===== config.mk =====
export PLATFORM = sky130hd
export DESIGN_NAME = irq_src_gate
export DESIGN_NICKNAME = d
export VERILOG_FILES = /design/src/rtl/isg_pkg.sv /design/src/rtl/isg_cmd_decode.sv /design/src/rtl/isg_src_cell.sv /design/src/rtl/isg_read_mux.sv /design/src/rtl/irq_src_gate.sv
export SDC_FILE = /design/constraint.sdc
export NUM_CORES = 2
export LEC_CHECK = 0
export ABC_AREA = 1
export BUFFER_PORTS_ARGS = -buffer_cell sky130_fd_sc_hd__clkbuf_2
export CAP_MARGIN = 15
export CORE_MARGIN = 1
export CORE_UTILIZATION = 56
export CTS_BUF_LIST = sky130_fd_sc_hd__clkbuf_16
export CTS_CLUSTER_SIZE = 12
export DETAILED_ROUTE_END_ITERATION = 6
export GPL_TIMING_DRIVEN = 1
export PLACE_DENSITY = 0.88
export SETUP_SLACK_MARGIN = 0.02
export SLEW_MARGIN = 10
export SYNTH_ARGS = -nofsm -noshare
export SYNTH_HDL_FRONTEND = slang
export SYNTH_SLANG_ARGS = --single-unit

===== constraint.sdc =====
create_clock -name clk -period 2.8 [get_ports clk]
set_input_delay 0.28 -clock clk [delete_from_list [all_inputs] [get_ports clk]]
set_output_delay 0.28 -clock clk [all_outputs]
set_load 0.005 [all_outputs]

===== src/rtl/isg_pkg.sv =====
package isg_pkg;

  localparam int ISG_AW = 9;

  // Command and read map, word addresses
  localparam logic [ISG_AW-1:0] ISG_SETP_W  = 9'h100;
  localparam logic [ISG_AW-1:0] ISG_CLRP_W  = 9'h120;
  localparam logic [ISG_AW-1:0] ISG_SETE_W  = 9'h140;
  localparam logic [ISG_AW-1:0] ISG_CLRE_W  = 9'h160;
  localparam logic [ISG_AW-1:0] ISG_SETP_N  = 9'h180;
  localparam logic [ISG_AW-1:0] ISG_CLRP_N  = 9'h181;
  localparam logic [ISG_AW-1:0] ISG_SETE_N  = 9'h182;
  localparam logic [ISG_AW-1:0] ISG_CLRE_N  = 9'h183;
  localparam logic [ISG_AW-1:0] ISG_SETP_NS = 9'h184;

  localparam logic [2:0] M_OFF    = 3'd0;
  localparam logic [2:0] M_DETACH = 3'd1;
  localparam logic [2:0] M_RISE   = 3'd4;
  localparam logic [2:0] M_FALL   = 3'd5;
  localparam logic [2:0] M_HIGH   = 3'd6;
  localparam logic [2:0] M_LOW    = 3'd7;

  typedef struct packed {
    logic       deleg;
    logic [9:0] body;
  } isg_cfg_t;

  function automatic isg_cfg_t isg_clean_cfg(logic [10:0] d, bit has_child);
    isg_cfg_t c;
    c = '0;
    if (d[10]) begin
      if (has_child) c = {1'b1, d[9:0]};
    end else if (d[2:0] != 3'd2 && d[2:0] != 3'd3) begin
      c.body = {7'd0, d[2:0]};
    end
    return c;
  endfunction

  function automatic logic isg_active(isg_cfg_t c);
    return !c.deleg && (c.body[2:0] != M_OFF);
  endfunction

  function automatic logic isg_level(isg_cfg_t c);
    return !c.deleg && (c.body[2:0] == M_HIGH || c.body[2:0] == M_LOW);
  endfunction

  function automatic logic isg_rect(isg_cfg_t c, logic in_lvl);
    logic inv;
    inv = (c.body[2:0] == M_FALL) || (c.body[2:0] == M_LOW);
    return isg_active(c) && (in_lvl ^ inv);
  endfunction

  function automatic logic isg_hw_hit(isg_cfg_t c, logic raw, logic prev);
    logic hit;
    hit = 1'b0;
    if (!c.deleg) begin
      case (c.body[2:0])
        M_RISE:  hit = raw && !prev;
        M_FALL:  hit = !raw && prev;
        M_HIGH:  hit = raw;
        M_LOW:   hit = !raw;
        default: hit = 1'b0;
      endcase
    end
    return hit;
  endfunction

  function automatic logic [31:0] isg_bswap(logic [31:0] v);
    return {v[7:0], v[15:8], v[23:16], v[31:24]};
  endfunction

endpackage


===== src/rtl/isg_cmd_decode.sv =====
module isg_cmd_decode
  import isg_pkg::*;
#(
  parameter int NUM_SRC = 40
) (
  input  logic              clk,
  input  logic              rst_n,
  input  logic              wr_en,
  input  logic [ISG_AW-1:0] wr_addr,
  input  logic [31:0]       wr_data,
  output logic [NUM_SRC:1]  cfg_we,
  output logic [NUM_SRC:1]  set_p,
  output logic [NUM_SRC:1]  clr_p,
  output logic [NUM_SRC:1]  set_e,
  output logic [NUM_SRC:1]  clr_e
);

  logic [31:0] swapped;
  logic        num_cmd;

  assign swapped = isg_bswap(wr_data);
  assign num_cmd = wr_en && (wr_addr == ISG_SETP_N || wr_addr == ISG_SETP_NS);

  for (genvar k = 1; k <= NUM_SRC; k++) begin : g_src
    localparam int W = k / 32;
    localparam int B = k % 32;
    localparam logic [ISG_AW-1:0] A_CFG = ISG_AW'(k);
    localparam logic [31:0]       NUM   = 32'(k);

    assign cfg_we[k] = wr_en && (wr_addr == A_CFG);
    assign set_p[k]  = wr_en && (((wr_addr == ISG_SETP_W + ISG_AW'(W)) && wr_data[B]) ||
                                 ((wr_addr == ISG_SETP_N) && (wr_data == NUM)) ||
                                 ((wr_addr == ISG_SETP_NS) && (swapped == NUM)));
    assign clr_p[k]  = wr_en && (((wr_addr == ISG_CLRP_W + ISG_AW'(W)) && wr_data[B]) ||
                                 ((wr_addr == ISG_CLRP_N) && (wr_data == NUM)));
    assign set_e[k]  = wr_en && (((wr_addr == ISG_SETE_W + ISG_AW'(W)) && wr_data[B]) ||
                                 ((wr_addr == ISG_SETE_N) && (wr_data == NUM)));
    assign clr_e[k]  = wr_en && (((wr_addr == ISG_CLRE_W + ISG_AW'(W)) && wr_data[B]) ||
                                 ((wr_addr == ISG_CLRE_N) && (wr_data == NUM)));
  end

  // a by-number command names at most one source
  p_num_single_r10: assert property (@(posedge clk) disable iff (!rst_n)
    num_cmd |-> $onehot0(set_p));

endmodule


===== src/rtl/isg_src_cell.sv =====
module isg_src_cell
  import isg_pkg::*;
#(
  parameter bit HAS_CHILD = 1'b1
) (
  input  logic       clk,
  input  logic       rst_n,
  input  logic       msi_mode,
  input  logic       raw,
  input  logic       cfg_we,
  input  logic [10:0] cfg_wdata,
  input  logic       set_pend,
  input  logic       clr_pend,
  input  logic       set_en,
  input  logic       clr_en,
  output logic       rect,
  output logic       pend,
  output logic       en,
  output isg_cfg_t   cfg
);

  isg_cfg_t cfg_q, cfg_new;
  logic in_q, pend_q, en_q;

  // named internal events
  logic active, level, hw_hit, sw_set_ok, sw_clr_ok, kill, new_rect;

  always_comb begin
    cfg_new   = isg_clean_cfg(cfg_wdata, HAS_CHILD);
    kill      = !isg_active(cfg_new);
    new_rect  = isg_rect(cfg_new, in_q);
    active    = isg_active(cfg_q);
    level     = isg_level(cfg_q);
    hw_hit    = isg_hw_hit(cfg_q, raw, in_q);
    rect      = isg_rect(cfg_q, in_q);
    sw_set_ok = active && (!level || (msi_mode && rect));
    sw_clr_ok = active && !level;
  end

  always_ff @(posedge clk or negedge rst_n) begin
    if (!rst_n) begin
      cfg_q  <= '0;
      in_q   <= 1'b0;
      pend_q <= 1'b0;
      en_q   <= 1'b0;
    end else begin
      in_q <= raw;
      if (cfg_we) begin
        cfg_q  <= cfg_new;
        pend_q <= kill ? 1'b0 : (pend_q || hw_hit || new_rect);
        en_q   <= kill ? 1'b0 : en_q;
      end else begin
        pend_q <= (pend_q && !(clr_pend && sw_clr_ok)) || (set_pend && sw_set_ok) || hw_hit;
        en_q   <= (en_q && !(clr_en && active)) || (set_en && active);
      end
    end
  end

  assign pend = pend_q;
  assign en   = en_q;
  assign cfg  = cfg_q;

  // a write that turns the source off or delegates it clears its state
  p_kill_clears_r8: assert property (@(posedge clk) disable iff (!rst_n)
    (cfg_we && kill) |=> (!pend_q && !en_q));

  // an inactive source never holds enable or pending
  p_inactive_idle_r9: assert property (@(posedge clk) disable iff (!rst_n)
    !active |-> (!en_q && !pend_q));

  // a rising edge in rising mode is caught on the next edge
  p_rise_sets_r4: assert property (@(posedge clk) disable iff (!rst_n)
    (!cfg_we && !cfg_q.deleg && cfg_q.body[2:0] == M_RISE && raw && !in_q) |=> pend_q);

  // level sources keep pending against clear commands
  p_level_hold_r6: assert property (@(posedge clk) disable iff (!rst_n)
    (!cfg_we && level && pend_q) |=> pend_q);

endmodule


===== src/rtl/isg_read_mux.sv =====
module isg_read_mux
  import isg_pkg::*;
#(
  parameter int NUM_SRC = 40,
  localparam int NW     = NUM_SRC / 32 + 1,
  localparam int CW     = $bits(isg_cfg_t)
) (
  input  logic [ISG_AW-1:0]      rd_addr,
  input  logic [NUM_SRC:1]       rect_vec,
  input  logic [NUM_SRC:1]       pend_vec,
  input  logic [NUM_SRC:1]       en_vec,
  input  logic [NUM_SRC*CW-1:0]  cfg_flat,
  output logic [31:0]            rd_data
);

  logic [NW*32-1:0] p_pad, r_pad, e_pad;

  always_comb begin
    p_pad = '0;
    r_pad = '0;
    e_pad = '0;
    p_pad[NUM_SRC:1] = pend_vec;
    r_pad[NUM_SRC:1] = rect_vec;
    e_pad[NUM_SRC:1] = en_vec;
    rd_data = '0;
    for (int k = 1; k <= NUM_SRC; k++) begin
      if (rd_addr == ISG_AW'(k)) rd_data = {{(32-CW){1'b0}}, cfg_flat[(k-1)*CW +: CW]};
    end
    for (int w = 0; w < NW; w++) begin
      if (rd_addr == ISG_SETP_W + ISG_AW'(w)) rd_data = p_pad[w*32 +: 32];
      if (rd_addr == ISG_CLRP_W + ISG_AW'(w)) rd_data = r_pad[w*32 +: 32];
      if (rd_addr == ISG_SETE_W + ISG_AW'(w)) rd_data = e_pad[w*32 +: 32];
    end
  end

endmodule


===== src/rtl/irq_src_gate.sv =====
module irq_src_gate
  import isg_pkg::*;
#(
  parameter int NUM_SRC   = 40,
  parameter bit HAS_CHILD = 1'b1
) (
  input  logic              clk,
  input  logic              rst_n,
  input  logic              msi_mode,
  input  logic [NUM_SRC:1]  src_in,
  input  logic              wr_en,
  input  logic [ISG_AW-1:0] wr_addr,
  input  logic [31:0]       wr_data,
  input  logic [ISG_AW-1:0] rd_addr,
  output logic [31:0]       rd_data,
  output logic [NUM_SRC:1]  rect_vec,
  output logic [NUM_SRC:1]  pend_vec,
  output logic [NUM_SRC:1]  en_vec
);

  localparam int CW = $bits(isg_cfg_t);

  logic [NUM_SRC:1] cfg_we, set_p, clr_p, set_e, clr_e;
  logic [NUM_SRC*CW-1:0] cfg_flat;

  isg_cmd_decode #(.NUM_SRC(NUM_SRC)) u_dec (
    .clk     (clk),
    .rst_n   (rst_n),
    .wr_en   (wr_en),
    .wr_addr (wr_addr),
    .wr_data (wr_data),
    .cfg_we  (cfg_we),
    .set_p   (set_p),
    .clr_p   (clr_p),
    .set_e   (set_e),
    .clr_e   (clr_e)
  );

  for (genvar k = 1; k <= NUM_SRC; k++) begin : g_cell
    isg_cfg_t cfg_k;
    isg_src_cell #(.HAS_CHILD(HAS_CHILD)) u_cell (
      .clk       (clk),
      .rst_n     (rst_n),
      .msi_mode  (msi_mode),
      .raw       (src_in[k]),
      .cfg_we    (cfg_we[k]),
      .cfg_wdata (wr_data[10:0]),
      .set_pend  (set_p[k]),
      .clr_pend  (clr_p[k]),
      .set_en    (set_e[k]),
      .clr_en    (clr_e[k]),
      .rect      (rect_vec[k]),
      .pend      (pend_vec[k]),
      .en        (en_vec[k]),
      .cfg       (cfg_k)
    );
    assign cfg_flat[(k-1)*CW +: CW] = cfg_k;
  end

  isg_read_mux #(.NUM_SRC(NUM_SRC)) u_rd (
    .rd_addr  (rd_addr),
    .rect_vec (rect_vec),
    .pend_vec (pend_vec),
    .en_vec   (en_vec),
    .cfg_flat (cfg_flat),
    .rd_data  (rd_data)
  );

endmodule


# After elaboration in Yosys (flattened, before gate mapping)
# Cells that the tools add are included.
[op_classes] eq_ne=383 muxes=250 bitwise=80 reduce_logical=1965
[op_table] operator="logical AND 1 bit" n=1162
[op_table] operator="equality test 32 x 5 -> 1 bit (second input constant)" n=32
[op_table] operator="equality test 32 x 6 -> 1 bit (second input constant)" n=18
[op_table] operator="logical OR 1 bit" n=521
[op_table] operator="equality test 32 x 4 -> 1 bit (second input constant)" n=16
[op_table] operator="equality test 3 bit (second input constant)" n=162
[op_table] operator="2-to-1 mux 11 bit" n=40
[op_table] operator="equality test 9 x 5 -> 1 bit (second input constant)" n=32
[op_table] operator="equality test 32 x 3 -> 1 bit (second input constant)" n=8
[op_table] operator="zero test 1 bit" n=241
[op_table] operator="2-to-1 mux 32 bit" n=6
[op_table] operator="equality test 9 bit (second input constant)" n=19
[op_table] operator="equality test 9 x 6 -> 1 bit (second input constant)" n=18
[op_table] operator="2-to-1 mux 1 bit" n=162
[op_table] operator="one-hot mux 1 bit (4 select lines)" n=40
[op_table] operator="equality test 9 x 4 -> 1 bit (second input constant)" n=16
[op_table] operator="equality test 32 x 2 -> 1 bit (second input constant)" n=4
[op_table] operator="nonzero test 3 bit" n=41
[op_table] operator="!= test 2 bit (second input constant)" n=40
[op_table] operator="bitwise XOR 1 bit" n=80
[op_table] operator="equality test 9 x 3 -> 1 bit (second input constant)" n=8
[op_table] operator="equality test 32 x 1 -> 1 bit (second input constant)" n=2
[op_table] operator="equality test 9 x 2 -> 1 bit (second input constant)" n=4
[op_table] operator="equality test 9 x 1 -> 1 bit (second input constant)" n=2
[op_table] operator="3 further kinds" n=4
[word_totals] ff_bits=560 inputBits=94 output_inout_bits=152

# Depth between registers and ports, before layout
[logic_depth] depth_word=47 depth_mapped=31

# Cells and area by module
# Synthesis repeated with hierarchy kept, for this count alone.
[hier_totals] cells_unflattened=6095 area_unflattened_um2=39575.5
[modules_own_cells] module="isg_src_cell" n_inst=40 cells_per_inst=97 area_per_inst_um2=744.5 seq_area_each_um2=350.3
[modules_own_cells] module="isg_read_mux" n_inst=1 cells_per_inst=1180 area_per_inst_um2=5180.0 seq_area_each_um2=0.0
[modules_own_cells] module="isg_cmd_decode" n_inst=1 cells_per_inst=1035 area_per_inst_um2=4616.9 seq_area_each_um2=0.0

# Least setup slack after synthesis
# No wires, ideal clock.
[synth_path] path_kind="input to output" start="in rd_addr[7]" end="out rd_data[9]" t_arrival_ns=2.497 path_slack_ns=0.023 path_stages=29 path_cell_list="nor2_1 nand2_4 buf_8 nor3_2 nor2_1 nand2_1 nand4_1 o21ai_1 nand3_1 o21ai_1 nand3_1 nand2_1 nand3_1 nand2_1 nand3_1 nor2_1 nand4_1 nor2_1 nand4_1 nor2_1 nand4_1 nor2_1 nand3_1 nand2_1 nand4_1 nor2_1 nand4_1 nor2_1 nor2_1"
[synth_between] elab_chain_len=47 word_cells_on_any_way=92 classes_between="eq/ne: 46; mux: 46"
[synth_lines] element="from (decl)" line_no="irq_src_gate.sv:14" source="input logic [ISG_AW-1:0] rd_addr,"
[synth_lines] element="equality test 9 x 1 -> 1 bit" line_no="isg_read_mux.sv:27" source="if (rd_addr == ISG_AW'(k)) rd_data = {{(32-CW){1'b0}}, cfg_flat[(k-1)*CW +: CW]};"
[synth_lines] element="2-to-1 mux 11 bit (40 in a row)" line_no="isg_read_mux.sv:27"
[synth_lines] element="2-to-1 mux 32 bit" line_no="isg_read_mux.sv:30" source="if (rd_addr == ISG_SETP_W + ISG_AW'(w)) rd_data = p_pad[w*32 +: 32];"
[synth_lines] element="2-to-1 mux 32 bit" line_no="isg_read_mux.sv:31" source="if (rd_addr == ISG_CLRP_W + ISG_AW'(w)) rd_data = r_pad[w*32 +: 32];"
[synth_lines] element="2-to-1 mux 32 bit" line_no="isg_read_mux.sv:32" source="if (rd_addr == ISG_SETE_W + ISG_AW'(w)) rd_data = e_pad[w*32 +: 32];"
[synth_lines] element="2-to-1 mux 32 bit" line_no="isg_read_mux.sv:30"
[synth_lines] element="2-to-1 mux 32 bit" line_no="isg_read_mux.sv:31"
[synth_lines] element="2-to-1 mux 32 bit (*)" line_no="isg_read_mux.sv:32"
[synth_lines] element="to (decl)" line_no="irq_src_gate.sv:15" source="output logic [31:0] rd_data,"
# Mark *: on every way between the ends. The rest lies on a longest branch, timed or not.

# Worst setup path after layout
[layout_path] start="reg g_cell[1].u_cell.cfg_q (netlist bit g_cell[1].u_cell.cfg[1])" end="out rd_data[1]"
[layout_between] elab_chain_len=46 word_cells_on_any_way=53 classes_between="eq/ne: 2; mux: 46; bitwise: 1; reduce/logical: 4"
[layout_lines] element="from (decl)" line_no="isg_src_cell.sv:22" source="isg_cfg_t cfg_q, cfg_new;"
[layout_lines] element="from (signal assigned)" line_no="isg_src_cell.sv:49" source="cfg_q <= cfg_new;"
[layout_lines] element="2-to-1 mux 11 bit (40 in a row)" line_no="isg_read_mux.sv:27"
[layout_lines] element="2-to-1 mux 32 bit" line_no="isg_read_mux.sv:30"
[layout_lines] element="2-to-1 mux 32 bit (*)" line_no="isg_read_mux.sv:31"
[layout_lines] element="2-to-1 mux 32 bit (*)" line_no="isg_read_mux.sv:32"
[layout_lines] element="2-to-1 mux 32 bit (*)" line_no="isg_read_mux.sv:30"
[layout_lines] element="2-to-1 mux 32 bit (*)" line_no="isg_read_mux.sv:31"
[layout_lines] element="2-to-1 mux 32 bit (*)" line_no="isg_read_mux.sv:32"
# Marked as above.

==> metrics.md <==
| Metric | Value |
|---|---|
| Crit. path cell count | `26` |
| Leak | `between 15 and 20 nW` |
| Worst Path Arrival | `slightly above 4 ns` |
| Vias | `between 30000 and 40000` |
| Port Buf Inserts | `245` |
| Post-DR wirelength/cell | `24.66 um` |
| Synth top area share | `0.4185` |
| Crit share post-route | `1.574` |
| Pwr Total | `~19 mW` |
| Failing checks | `negative setup slack` |
| Met3 usage | `0.1918` |
| Fmax | `around 0.23 GHz` |
| Cell Rows | `roughly 90` |
| DRT Pass-1 Iters | `7` |
| Syn Area/Cell | `approximately 7.1 um^2` |
| FF-to-FF path depth | `11` |
| Mapped Cells | `approximately 4700` |
| Placed inst area | `roughly 38000 um^2` |
| Share of layout cells above drive strength 1 | `0.1680` |
| Most numerous cell in the Yosys netlist | `nand2_1` |
| Initial Utilization | `0.5673` |
| Final Critical Period | `between 4 and 5 ns` |
| Number of fill cells | `just under 5000` |
| Max-slew headroom | `0.3044` |
| Asr flop ratio synth | `1.000` |
| Worst Setup End Kind | `output port` |
| CTS tree | `done` |
| Gr usage total | `0.4806` |
| FF-to-FF setup slack | `about 0.8 ns` |
| CTS root buf | `clkbuf_16` |
| Tightest Pin Transition | `1.042 ns` |
| Final setup vio count | `11` |
| Clk sink count | `560` |
| Die width | `~250 um` |
| Post-synth top cells | `nand2_1, o21ai_0, dfrtp_1, nor2_1, inv_1` |
| Max Cap Violations | `0` |
| DRT iter0 DRCs | `between 5000 and 6000` |
| Final worst slack | `-1.608 ns` |
| Core area | `between 50000 and 60000 um^2` |
| Dpl hpwl | `~110000 um` |
| Worst path bufs/invs | `2` |
| # H-tree levels | `2` |
| Synth cell types | `between 50 and 60` |
| Gp weighted congestion | `approximately 1.1` |
| Clk_lat worst skew | `~0.7 ns` |
| Nets@finish | `roughly 5300` |
| WS Path Type | `reg2out` |
| Peak per-stage delay on the critical path | `between 0.3 and 0.4 ns` |
| Die height | `approximately 250 um` |
| Net Count, Synth | `about 4800` |
| Skew final | `0.01754 ns` |
| Syn. warnings | `0` |
| Biggest area consumer among synthesized cells | `dfrtp_1` |
| Gr ovfl total | `0` |
| RSZ-0062 raised after global routing | `true` |
| Reg2reg end | `g_cell[15].u_cell.pend` |
| GR peak layer | `met2` |
| Pin count of the biggest net entering global routing | `~80` |
| Remaining routing DRC violations | `0` |
| Area delta synth->final | `20.14%` |
| Global-route met2 utilization | `0.6649` |
| Post-synth EDFFs | `0` |
| Cell family with most CP delay | `simple AND/OR/NAND/NOR gates` |
| Antenna Nets Post-Route | `0` |
| Top FF cell, synth | `dfrtp_1` |
| Post-route cell area | `approximately 40000 um^2` |
| Total wire length | `148100 um` |
| Vias in the first global route | `between 30000 and 40000` |
| VDD IR max | `around 0.00069 V` |
| P per Cell Area | `about 470 nW/um^2` |
| Initial antenna violation count | `8` |
| Die area | `between 60000 and 70000 um^2` |
| Post-DR vias/cell | `roughly 6.3` |
| Final Hold Viols | `0` |
| Slowest stage cell, crit path | `dfrtp_1` |
| CTS Buf Count | `61` |
| Max FO, Critical Path | `2` |
| Met1 Use GR | `0.6109` |
| #FFs+latches synth | `560` |
| Most used cell, CP | `nand4_1` |
| Run status | `finished with violations` |
| Hold WC Path Type | `in2async` |
| CP Data Required Time | `2.52 ns` |
| FF-to-FF Start | `g_cell[15].u_cell.cfg[0]` |
| Worst-path clk slew | `0.06 ns` |
| First-pass GRT wire length | `roughly 220000 um` |
| CP startpoint kind | `flop` |
| Top post-synthesis cells by area | `dfrtp_1, nand2_1, o21ai_0` |
| Final Slew Violations | `0` |
| Mapped Area | `33480 um^2` |
| Clock Path Buffers | `3` |
| Post-synthesis sequential area ratio | `0.4185` |
| Boundary pin count | `between 200 and 250` |
[power breakdown]
part	switching [mW]	leakage (nW)	internal, mW
Clock	3.58	1.01	4.54
Sequential	0.338	7.39	8.35
Combinational	1.43	9.98	0.682
Total	5.35	18.4	13.6
[metrics by stage]
step	cells	TNS [ns]	worst slack [ns]	hold slack, ns	util
after floorplan	4735	0	0.02331	-0.01559	-
after global placement	5845	-12.93	-1.266	0.2549	0.6360
after detailed placement	5845	-13.15	-1.303	0.2587	0.6360
after CTS	5995	-14.70	-1.486	0.1619	0.6786
after global routing	5999	-18.11	-1.818	0.1818	0.6814
final	6004	-15.65	-1.608	0.1270	0.6816
[layout by cell type (no fill, tap or decap), types with 35 or more instances in the layout]
master / n
nor3_1: 82
dlygate4sd3_1: 42
clkbuf_2: 244
nand2_1: 1169
inv_1: 497
o221ai_1: 35
dfrtp_1: 556
clkbuf_16: 62
nor2_1: 497
buf_4: 380
o211ai_1: 51
o21ai_0: 596
clkinv_1: 40
nand4_1: 111
o22ai_1: 96
a21oi_1: 165
nand3_1: 222
[state kept, by name, summed over array words and instances, names as in the netlist]
register            cells
g_cell.u_cell.cfg     440
g_cell.u_cell.pend     40
g_cell.u_cell.in_q     40
g_cell.u_cell.en       40
[metal layers]
metal  vias up  part of all wire
li1      16610                 -
met1     17520              0.35
met2      3130              0.40
met3       754              0.16
met4        16             0.083
met5         -            0.0017
[cell type report]
cell class,instances,area [um^2],share of cell area
clock buffer,62,1551,0.03857
tap,773,967.2,0.02404
clock inverter,46,402.9,0.01002
sequential,560,14020,0.3485
timing repair buffer,700,5161,0.1283
inverter,521,1958,0.04868
multi-input combinational,3336,16150,0.4015
antenna,6,15.01,0.0003733
[worst max path at each step]
| stage | start | end | slack (ns) |
|---|---|---|---|
| after floorplan | rd_addr[7] | rd_data[9] | 0.02 |
| after global placement | rd_addr[0] | rd_data[10] | -1.27 |
| after detailed placement | rd_addr[7] | rd_data[8] | -1.30 |
| after CTS | g_cell[3].u_cell.cfg[1] | rd_data[1] | -1.49 |
| after global routing | g_cell[3].u_cell.cfg[3] | rd_data[3] | -1.82 |
| final | g_cell[1].u_cell.cfg[1] | rd_data[1] | -1.61 |
[worst reg2reg max path: cells and delay by family (launching register included)]
| kind | cells | cell delay (ns) |
|---|---|---|
| simple gates | 4 | 0.48 |
| flops | 1 | 0.37 |
| buf+inv | 4 | 0.60 |
| compound gates | 3 | 0.47 |
[cells by family (layout without fill, tap and decap cells)]
| logic type | after synthesis | after routing | synth area share |
|---|---|---|---|
| buffers and inverters | 839 | 1329 | 0.1086 |
| AOI/OAI and AO/OA | 1098 | 1098 | 0.1892 |
| xor gates and xnor gates | 20 | 20 | 0.005232 |
| other | 0 | 6 | 0 |
| and+or+nand+nor | 2218 | 2218 | 0.2784 |
| DFF | 560 | 560 | 0.4185 |
[what timing repair did]
item                                   in CTS  in global routing
setup buffers                               0                  3
endpoints found under the hold margin     117                  0
setup endpoints to repair                  11                 32
pin swaps                                  10                 23
hold buffers                               42                  0
gates resized for setup                    44                 42
Note: power is estimated with default switching activity, not from simulation.
